$ cat src/rtl/card_pwrclk_pkg.sv
package card_pwrclk_pkg;
    typedef enum logic [1:0] {
        PS_OFF   = 2'd0,
        PS_CYCLE = 2'd1,
        PS_WARM  = 2'd2,
        PS_RUN   = 2'd3
    } pwr_state_t;

    localparam logic [1:0] LINE_REL  = 2'b00;
    localparam logic [1:0] LINE_LOW  = 2'b01;
    localparam logic [1:0] LINE_HIGH = 2'b10;

    localparam logic [1:0] MODE_CYCLE = 2'b10;
    localparam logic [1:0] MODE_ON    = 2'b11;
endpackage

$ cat src/rtl/card_pwr_seq.sv
module card_pwr_seq
    import card_pwrclk_pkg::*;
#(
    parameter int WARMUP_CYC = 74
) (
    input  logic       clk,
    input  logic       rst_n,
    input  logic [1:0] pwr_mode,
    input  logic       rise_evt,
    output logic       if_en,
    output logic       run_req,
    output logic [1:0] line_drive
);
    localparam int WC_W = $clog2(WARMUP_CYC + 1);
    localparam logic [WC_W-1:0] WC_LAST = WC_W'(WARMUP_CYC - 1);

    pwr_state_t st_q, st_d;
    logic [WC_W-1:0] wcnt_q;

    always_comb begin
        st_d = st_q;
        unique case (pwr_mode)
            MODE_CYCLE: st_d = PS_CYCLE;
            MODE_ON: begin
                if (st_q == PS_OFF || st_q == PS_CYCLE)
                    st_d = PS_WARM;
                else if (st_q == PS_WARM && rise_evt && wcnt_q == WC_LAST)
                    st_d = PS_RUN;
            end
            default: st_d = PS_OFF;
        endcase
    end

    always_ff @(posedge clk or negedge rst_n) begin
        if (!rst_n) begin
            st_q   <= PS_OFF;
            wcnt_q <= '0;
        end else begin
            st_q <= st_d;
            if (st_q != PS_WARM)
                wcnt_q <= '0;
            else if (rise_evt)
                wcnt_q <= wcnt_q + 1'b1;
        end
    end

    always_comb begin
        unique case (st_q)
            PS_OFF:   begin line_drive = LINE_HIGH; if_en = 1'b0; run_req = 1'b0; end
            PS_CYCLE: begin line_drive = LINE_LOW;  if_en = 1'b0; run_req = 1'b0; end
            PS_WARM:  begin line_drive = LINE_HIGH; if_en = 1'b0; run_req = 1'b1; end
            PS_RUN:   begin line_drive = LINE_REL;  if_en = 1'b1; run_req = 1'b1; end
            default:  begin line_drive = LINE_HIGH; if_en = 1'b0; run_req = 1'b0; end
        endcase
    end
endmodule

$ cat src/rtl/card_clk_div.sv
module card_clk_div #(
    parameter int DIV_W = 10
) (
    input  logic             clk,
    input  logic             rst_n,
    input  logic [DIV_W-1:0] div_req,
    input  logic             run,
    output logic             ck_q,
    output logic             gate_q,
    output logic             bypass,
    output logic             rise_evt
);
    logic [DIV_W-1:0] div_act, cnt;
    logic [DIV_W:0]   cnt_inc;
    logic             at_top, boundary, rise_div;

    assign bypass   = (div_act == '0);
    assign cnt_inc  = {1'b0, cnt} + 1'b1;
    assign at_top   = cnt_inc >= {1'b0, div_act};
    assign boundary = bypass || (!ck_q && at_top);
    assign rise_div = boundary && run && (div_req != '0);
    assign rise_evt = rise_div || gate_q;

    always_ff @(posedge clk or negedge rst_n) begin
        if (!rst_n) begin
            div_act <= '0;
            cnt     <= '0;
            ck_q    <= 1'b0;
        end else if (boundary) begin
            div_act <= div_req;
            ck_q    <= rise_div;
            if (rise_div || bypass)
                cnt <= '0;
        end else if (ck_q && at_top) begin
            ck_q <= 1'b0;
            cnt  <= '0;
        end else begin
            cnt <= cnt + 1'b1;
        end
    end

    always_ff @(negedge clk or negedge rst_n) begin
        if (!rst_n)
            gate_q <= 1'b0;
        else
            gate_q <= bypass && run;
    end
endmodule

$ cat src/rtl/card_pwrclk_ctrl.sv
module card_pwrclk_ctrl
    import card_pwrclk_pkg::*;
#(
    parameter int DIV_W      = 10,
    parameter int WARMUP_CYC = 74
) (
    input  logic             kclk,
    input  logic             rst_n,
    input  logic [1:0]       pwr_mode,
    input  logic [DIV_W-1:0] clk_div,
    input  logic             fall_sel,
    input  logic             pwr_save,
    input  logic [1:0]       bus_w,
    input  logic             path_busy,
    output logic             card_clk,
    output logic [1:0]       line_drive,
    output logic             if_en,
    output logic             launch_fall,
    output logic [1:0]       dat_width
);
    logic run_req, run, rise_evt, ck_div, gate_q, bypass;

    card_pwr_seq #(.WARMUP_CYC(WARMUP_CYC)) u_seq (
        .clk        (kclk),
        .rst_n      (rst_n),
        .pwr_mode   (pwr_mode),
        .rise_evt   (rise_evt),
        .if_en      (if_en),
        .run_req    (run_req),
        .line_drive (line_drive)
    );

    assign run = run_req && !(if_en && pwr_save && !path_busy);

    card_clk_div #(.DIV_W(DIV_W)) u_div (
        .clk      (kclk),
        .rst_n    (rst_n),
        .div_req  (clk_div),
        .run      (run),
        .ck_q     (ck_div),
        .gate_q   (gate_q),
        .bypass   (bypass),
        .rise_evt (rise_evt)
    );

    assign card_clk    = ck_div | (kclk & gate_q);
    assign launch_fall = bypass ? 1'b1 : fall_sel;

    always_comb begin
        if (bus_w[1])      dat_width = 2'd2;
        else if (bus_w[0]) dat_width = 2'd1;
        else               dat_width = 2'd0;
    end
endmodule

$ cat config.mk
export PLATFORM = sky130hd
export DESIGN_NAME = card_pwrclk_ctrl
export DESIGN_NICKNAME = d
export VERILOG_FILES = /design/src/rtl/card_pwrclk_pkg.sv /design/src/rtl/card_pwr_seq.sv /design/src/rtl/card_clk_div.sv /design/src/rtl/card_pwrclk_ctrl.sv
export SDC_FILE = /design/constraint.sdc
export NUM_CORES = 1
export LEC_CHECK = 0
export ABC_AREA = 0
export BUFFER_PORTS_ARGS = -buffer_cell sky130_fd_sc_hd__buf_2
export CORE_ASPECT_RATIO = 1.2
export CORE_MARGIN = 5
export CORE_UTILIZATION = 40
export DETAILED_ROUTE_END_ITERATION = 12
export SYNTH_ARGS = -nofsm -noshare
export SYNTH_HDL_FRONTEND = slang
export SYNTH_SLANG_ARGS = --single-unit
export TNS_END_PERCENT = 30
$ cat constraint.sdc
create_clock -name kclk -period 4.5 [get_ports kclk]
set_input_delay 0.9 -clock kclk [delete_from_list [all_inputs] [get_ports kclk]]
set_output_delay 0.9 -clock kclk [all_outputs]
set_load 0.01 [all_outputs]
### Word-level counts from Yosys, hierarchy flattened

Cells that the tools add are included.

* add/subtract/negate cells: 3
* $lt $le $gt $ge: 1
* equality and inequality tests: 9
* mux-type cells: 16
* bitwise gates (word level): 2
* reduce and logical (&&, ||, !) cells: 26

Operators with widths (count)
* 10-bit two-way mux: 3
* 7-bit two-way mux: 2
* 10-bit by 1-bit adder with 11-bit output, second input constant: 1
* 11-bit by 10-bit greater-or-equal comparator with 1-bit output: 1
* 10-bit by 1-bit adder with 10-bit output, second input constant: 1
* 1-bit logical AND: 10
* 10-bit zero test: 1
* 10-bit nonzero test: 1
* 2-bit equality test, second input constant: 4
* 7-bit by 1-bit adder with 7-bit output, second input constant: 1
* 7-bit equality test, second input constant: 1
* 2-bit two-way mux: 3
* 2-bit one-hot mux with 3 select lines: 1
* 2-bit OR reduction: 3
* 1-bit logical OR: 4
* 1-bit two-way mux: 4
* 2-bit != test, second input constant: 2
* 1-bit one-hot mux with 2 select lines: 2
* 2-bit one-hot mux with 2 select lines: 1
* 2-bit nonzero test: 2
* 1-bit zero test: 3
* 3-bit by 1-bit != test with 1-bit output, second input constant: 1
* 3-bit OR reduction: 1
* 2-bit by 1-bit equality test with 1-bit output, second input constant: 1
* other kinds (3): 3

* flip-flop bits (word level): 31
* input port bits: 19
* output and inout port bits: 7
* word-level logic and storage cells: 63

### Longest topological paths before layout

Gate-level depths: netlist of run 1.

* depth after elaboration: 15
* mapped depth: 13

### Hierarchy

Synthesis of run 1 repeated with hierarchy kept, for this count alone.

* cells, all modules: 183
* area, all modules: 1861.8 um2

Modules (own cells, without submodules)
* card_clk_div: instances 1, cells each 131, area an instance 1366.3 um2, seq. area each 550.5 um2
* card_pwr_seq: instances 1, cells each 46, area an instance 456.7 um2, seq. area each 225.2 um2
* card_pwrclk_ctrl: instances 1, cells each 6, area an instance 38.8 um2, seq. area each 0.0 um2

==> impl_results.md, run 1 <==
* XOR/XNOR Fraction of Synth Area at 5.23%
* Post-synth EDFFs at 0
* Max Cap Viol at 0
* Main combinational cell family by area after synthesis: simple AND/OR/NAND/NOR gates
* Port buffer count at 25
* Mean Syn Cell Area at 9.69 µm²
* Max Slew Vio Count at 0
* Synth Area in Compound Gates at 18.2%
* Crit path top cell by count: nand2_1
* HP Class: reg2reg
* Clock Skew at 0.0242 ns
* Crit path arrival time at 3.44 ns
* Antenna violations before repair at 0
* Tot GR Track Use at 14.1%
* Vias at 1,483
* Number of vias per cell at 5.26
* PostCTS Resize Cnt at 0
* Fraction of the mapped netlist area in adder cells at 8.84%
* Reg2reg start: u_div.gate_q
* Post-Syn Nets at 222
* Worst r2r dst: u_seq.wcnt_q[5]
* Post-CTS Setup Bufs at 0
* Met1 Usage GRT at 16.3%
* Hold buffers post-CTS at 0
* Worst Reg-to-Reg Cells at 5
* Core Area at 4530 µm²
* Worst-path clk slew at 0.06 ns
* Outcome: finished clean
* Starting Density at 40.7%
* Type of origin of the critical path: register
* DRT iter0 DRCs at 86
* Crit path from: u_div.gate_q
* Critical-path maximum fanout at 4
* Final Hold Fails at 0
* Share of cells above drive strength 1 at 21.0%
* M3 GR Usage at 5.03%
* Global routing's busiest layer: met2
* Detailed Routing Iterations Pass 1 at 4
* Met2 usage at 23.2%
* Largest net degree at the start of global routing at 31
* Hold path endpoint: u_div.cnt[9]
* Least-Margin Pin Slew at 0.698 ns
* Routed Antenna Nets at 0
* Hold path cells at 1
* Post-synth ARST share at 100%
* Layout Nets at 255
* I/O pin count at 26
* Cell Chain, Critical Path: nand2_1 > nand2_1 > buf_2
* Crit. End Element: primary output
* YS warnings at 0
* R2r setup slk at 0.83 ns
* HPWL after DPL at 2910 µm
* CTS tree: built
* Post-DR wirelength/cell at 13.7 µm
* First-pass GRT wire length at 6600 µm
* Leak Pwr at 1.02 nW
* Post-synthesis cell type count at 41
* Pwr dens at 283 nW/µm²
* Die area at 6060 µm²
* N_diodes at 0
* Tot Pwr at 0.000616 W
* FILL cells at 465
* Simple-gate share of the synthesized area at 20.7%
* Clock insertion delay at the later pin of the skew report at 0.41 ns
* Finish-stage setup viols at 0
* Max stage delay on crit path at 0.49 ns
* Site Rows at 27
* Multi-input gate area at 987 µm²
* Area growth syn-to-layout at 18.1%
* Slew margin rel. at 53.5%
* GR Overflow Total at 0
* Vias in the first global route at 1,515
* Sequential element share of the synthesized area at 42.1%
* Max VDD drop at 0.147 mV
* Seq. cell area at 776 µm²
* Post-synthesis mux area share at 0.612%
* Hold Crit Start: u_div.cnt[9]
* Residual DRC at 0
* Chip Height at 84.3 µm
* Setup TNS at 0 ns
* Most used DFF post-synth: dfrtp_1
* Detailed Route WL at 3860 µm
* Synthesized area at 1840 µm²
* Placer Congestion at 0.749
* RSZ-0062 raised after global routing: no
* Cells after Synth at 190
* CP Class: reg2out
* Hold Slack at 0.554 ns
* Chip width at 71.9 µm
* Worst EP required at 3.60 ns
* CP max stage cell: dfrtn_1
* Post-synthesis register bit count at 31
==> worst max path at each step <==
stage / to / slack [ns]
floorplan: card_clk / 0.72
global placement: card_clk / 0.64
detailed placement: card_clk / 0.64
CTS: card_clk / 0.14
global route: card_clk / 0.08
finish: card_clk / 0.16
==> layout make-up <==
cell class	count	share of cell area, %
Multi-Input combinational cell	140	45.4
Sequential cell	31	35.7
Clock buffer	12	6.74
Timing Repair Buffer	26	6.22
Tap cell	58	3.34
Inverter	15	2.59
==> stage by stage <==
stage          std cells  worst slack, ns  area (µm²)  utilization [%]
5_1_grt              282           0.0788        2170             48.0
2_1_floorplan        190            0.716        1840                -
4_1_cts              282            0.138        2170             48.0
3_5_place_dp         271            0.636        2030             44.9
6_report             282            0.162        2170             48.0
3_3_place_gp         271            0.643        2030             44.9
==> worst max-delay path, delay by kind of cell (launching register included) <==
kind,cells,cell delay [ns]
buf+inv,1,0.13
simple gates,2,0.16
flops,1,0.49
==> power by group <==
part           total (W)  internal [W]  switching [W]
Clock           0.000309      0.000196       0.000113
Sequential      0.000281      0.000280     0.00000119
Combinational  0.0000257     0.0000103      0.0000154
Total           0.000616      0.000486       0.000130
==> sequential cells by signal, indices dropped and copies added, names as in the netlist <==
signal         cells
u_div.gate_q       1
u_seq.st_q         2
u_div.cnt         10
u_div.div_act     10
u_div.ck_q         1
u_seq.wcnt_q       7
==> cells in the mapped netlist (2+ instances only) <==
cell      instances  share of area (%)
buf_2             2               0.54
xnor2_1          10                4.8
ha_1             13                8.8
and4_1            4                1.9
a41o_1            2                1.1
a21oi_1           2               0.54
a21o_1            4                1.6
nand3b_1          2               0.82
nand3_1           7                1.9
inv_1            15                3.1
nor2b_1           2               0.68
a31oi_1           5                1.7
nand4_1           2               0.68
a32o_1            7                3.8
nand2_1          25                5.1
nor4_1            5                1.7
o21ai_2           2               0.95
nor3_1            2               0.54
nand2b_1          3                1.0
nor2_1           12                2.4
dfrtp_1          30                 41
o21ai_0          15                4.1
==> routing by layer <==
metal	wire (µm)	part of all wire, %
met5	0	0
met4	63	1.6
met3	153	4.0
met2	1880	49
met1	1760	46
==> layout by cell type, fill, tap and decap left out, types with 10 or more instances in the layout <==
master,Yosys,layout
buf_2,2,25
clkbuf_8,0,10
dfrtp_1,30,30
ha_1,13,13
inv_1,15,15
nand2_1,25,25
nor2_1,12,12
o21ai_0,15,15
xnor2_1,10,10
==> logic make-up after synthesis <==
group / count (synthesis)
adders and majority gates: 13
buffers and inverters: 19
and+or+nand+nor: 72
xor gates and xnor gates: 11
muxes: 1
DFF: 31
AOI/OAI and AO/OA: 43
Note: power is estimated with default switching activity, not from simulation.
==> run 2, diff against run 1 <==
Settings changed: CORE_ASPECT_RATIO 1.2 to default, RECOVER_POWER from default to 25, SYNTH_HIERARCHICAL from default to 1.
==> run 2 against run 1 <==
The flow now finishes with violations (capacitance limit, slew limit). Critical path depth decreased by 1. Register-to-register slack worse by 0.06 ns. Utilization up 0.19 points. Sequential power is 63% higher. Worst hold slack got worse by 0.022 ns. Clock power down 7.4%. Sequential share of layout area is 0.52 points higher. Critical endpoint unchanged. Highest routed layer unchanged.
==> impl_results.md, run 2 <==
* Chip width at 78.2 µm
* Slew margin rel. at -8.49%
* First-pass GRT wire length at 6430 µm
* Detailed Routing Iterations Pass 1 at 4
* Most common cell after layout, fill and taps aside: dfrtp_1
* Post-synthesis cell type count at 46
* Port buffer count at 25
* Top cells by count, synth: dfrtp_1 (30), a22o_1 (15), inv_1 (15), nand2_1 (14)
* Core Area at 4440 µm²
* Hold Slack at 0.532 ns
* Hold buffers post-CTS at 0
* PostCTS Resize Cnt at 0
* Worst EP required at 3.60 ns
* Type of origin of the critical path: register
* Sequential element share of the synthesized area at 41.7%
* YS warnings at 6
* Vias in the first global route at 1,372
* Area leader, netlist: dfrtp_1
* Post-synthesis register bit count at 31
* Largest net degree at the start of global routing at 31
* Site Rows at 24
* Clock insertion delay at the later pin of the skew report at 0.41 ns
* Setup TNS at 0 ns
* Cells after Synth at 183
* N_diodes at 0
* DRT iter0 DRCs at 50
* Starting Density at 41.9%
* Post-CTS Setup Bufs at 0
* Max VDD drop at 0.332 mV
* HP Class: reg2reg
* Top Registers: u_div/cnt x10, u_div/div_act x10, u_seq/wcnt_q x7
* Worst-path clk slew at 0.06 ns
* Synthesized area at 1860 µm²
* Residual DRC at 0
* Mean Syn Cell Area at 10.2 µm²
* CP Class: reg2out
* Vias at 1,418
* Antenna violations before repair at 0
* Most used DFF post-synth: dfrtp_1
* CTS tree: built
* Chip Height at 78.2 µm
* HPWL after DPL at 2920 µm
* Max Cap Viol at 1
* Detailed Route WL at 3840 µm
* Final Hold Fails at 0
* Post-synth EDFFs at 0
* Die area at 6120 µm²
* Layout Nets at 247
* Failing checks: capacitance limit, slew limit
* Crit path arrival time at 3.31 ns
* Critical-path maximum fanout at 2
* Post-DR wirelength/cell at 14.3 µm
* Tot GR Track Use at 13.5%
* GR Overflow Total at 0
* Placer Congestion at 0.722
* Share of cells above drive strength 1 at 23.1%
* Outcome: finished with violations
* Least-Margin Pin Slew at 1.63 ns
* Post-Syn Nets at 215
* Synth area leaders: dfrtp_1 (40%), ha_1 (8.7%), a22o_1 (7.1%), inv_1 (3.0%), nand2_1 (2.8%)
* RSZ-0062 raised after global routing: no
* Max Slew Vio Count at 31
* Finish-stage setup viols at 0
* Area growth syn-to-layout at 15.1%
* Pwr dens at 557 nW/µm²
* Final Util at 48.2%
* Crit. End Element: primary output
* Leak Pwr at 1.10 nW
* Top-area cell type share of the netlist area at 40.3%
* I/O pin count at 26
* Top-count cell post-synth: dfrtp_1
* Clock Skew at 0.0251 ns
* Post-synth ARST share at 100%
* Routed Antenna Nets at 0
* Number of vias per cell at 5.29
* Commonest non-fill, non-tap cells in the layout: dfrtp_1 (30), buf_2 (23), inv_1 (15), a22o_1 (15), nand2_1 (14)
[run 2: cell count changes after synthesis, sizes merged, moves of 5 or more]
| cell | before | now |
|---|---|---|
| xnor2 | 10 | 5 |
| a32o | 7 | 0 |
| o21ai | 18 | 6 |
| a22o | 0 | 15 |
| nand2 | 26 | 14 |
| or2 | 0 | 5 |
[run 2: power breakdown]
group	switching [W]	leakage, nW	total [W]	internal [W]
clock	0.000117	0.0785	0.000286	0.000169
combinational	0.000229	0.624	0.000451	0.000222
sequential	0.0000927	0.398	0.000457	0.000365
total	0.000439	1.10	0.00119	0.000755
[run 2: stage by stage]
step / std cells / setup WS [ns] / power [W] / instance area [µm²]
floorplan: 183 / 0.821 / 0.000815 / 1860
global placement: 257 / 0.758 / 0.000911 / 2030
detailed placement: 257 / 0.739 / 0.000927 / 2030
CTS: 268 / 0.273 / 0.00121 / 2150
global route: 268 / 0.247 / 0.00130 / 2140
finish: 268 / 0.294 / 0.00119 / 2140
[run 2: critical path, cell delays in order (launching register included)]
cell     delay, ns
dfrtn_1       0.41
a21o_1        0.12
buf_2         0.12
[run 2: cell families after synthesis]
| logic type | share of synthesized area [%] |
|---|---|
| mux | 0.605 |
| buf+inv | 4.84 |
| simple gates | 19.0 |
| fa+ha+maj | 8.74 |
| flops | 41.7 |
| xor+xnor | 4.70 |
| compound gates | 20.5 |
[run 2: final timing paths]
| check | to | slack (ns) | depth (start not counted) | startpoint |
|---|---|---|---|---|
| setup / recovery | card_clk | 0.29 | 2 | u_div/gate_q |
| hold / removal | u_div/div_act[6] | 0.53 | 1 | u_div/div_act[6] |
| setup reg to reg | u_seq/wcnt_q[6] | 0.77 | 14 | u_div/cnt[2] |
| hold reg to reg | u_div/div_act[6] | 0.53 | 1 | u_div/div_act[6] |
| max in group asynchronous | u_div/gate_q | 1.87 | 1 | rst_n |
| min in group asynchronous | u_div/cnt[4] | 1.13 | 2 | rst_n |
[run 2: cell type report]
class / instances / area (µm²)
inverter: 15 / 56.3
tap: 52 / 65.1
sequential: 31 / 776
fill: 434 / 2300
timing repair buffer: 25 / 121
clock buffer: 11 / 123
clock inverter: 1 / 5.00
multi-input combinational: 133 / 996
[run 2: per-layer routing]
metal / share of wire [%] / global-route usage [%] / vias up
met2: 43 / 20.5 / 28
met4: 1.5 / 6.29 / 0
li1: - / - / 720
met5: 0 / 0 / -
met3: 4.5 / 4.12 / 7
met1: 51 / 17.5 / 663
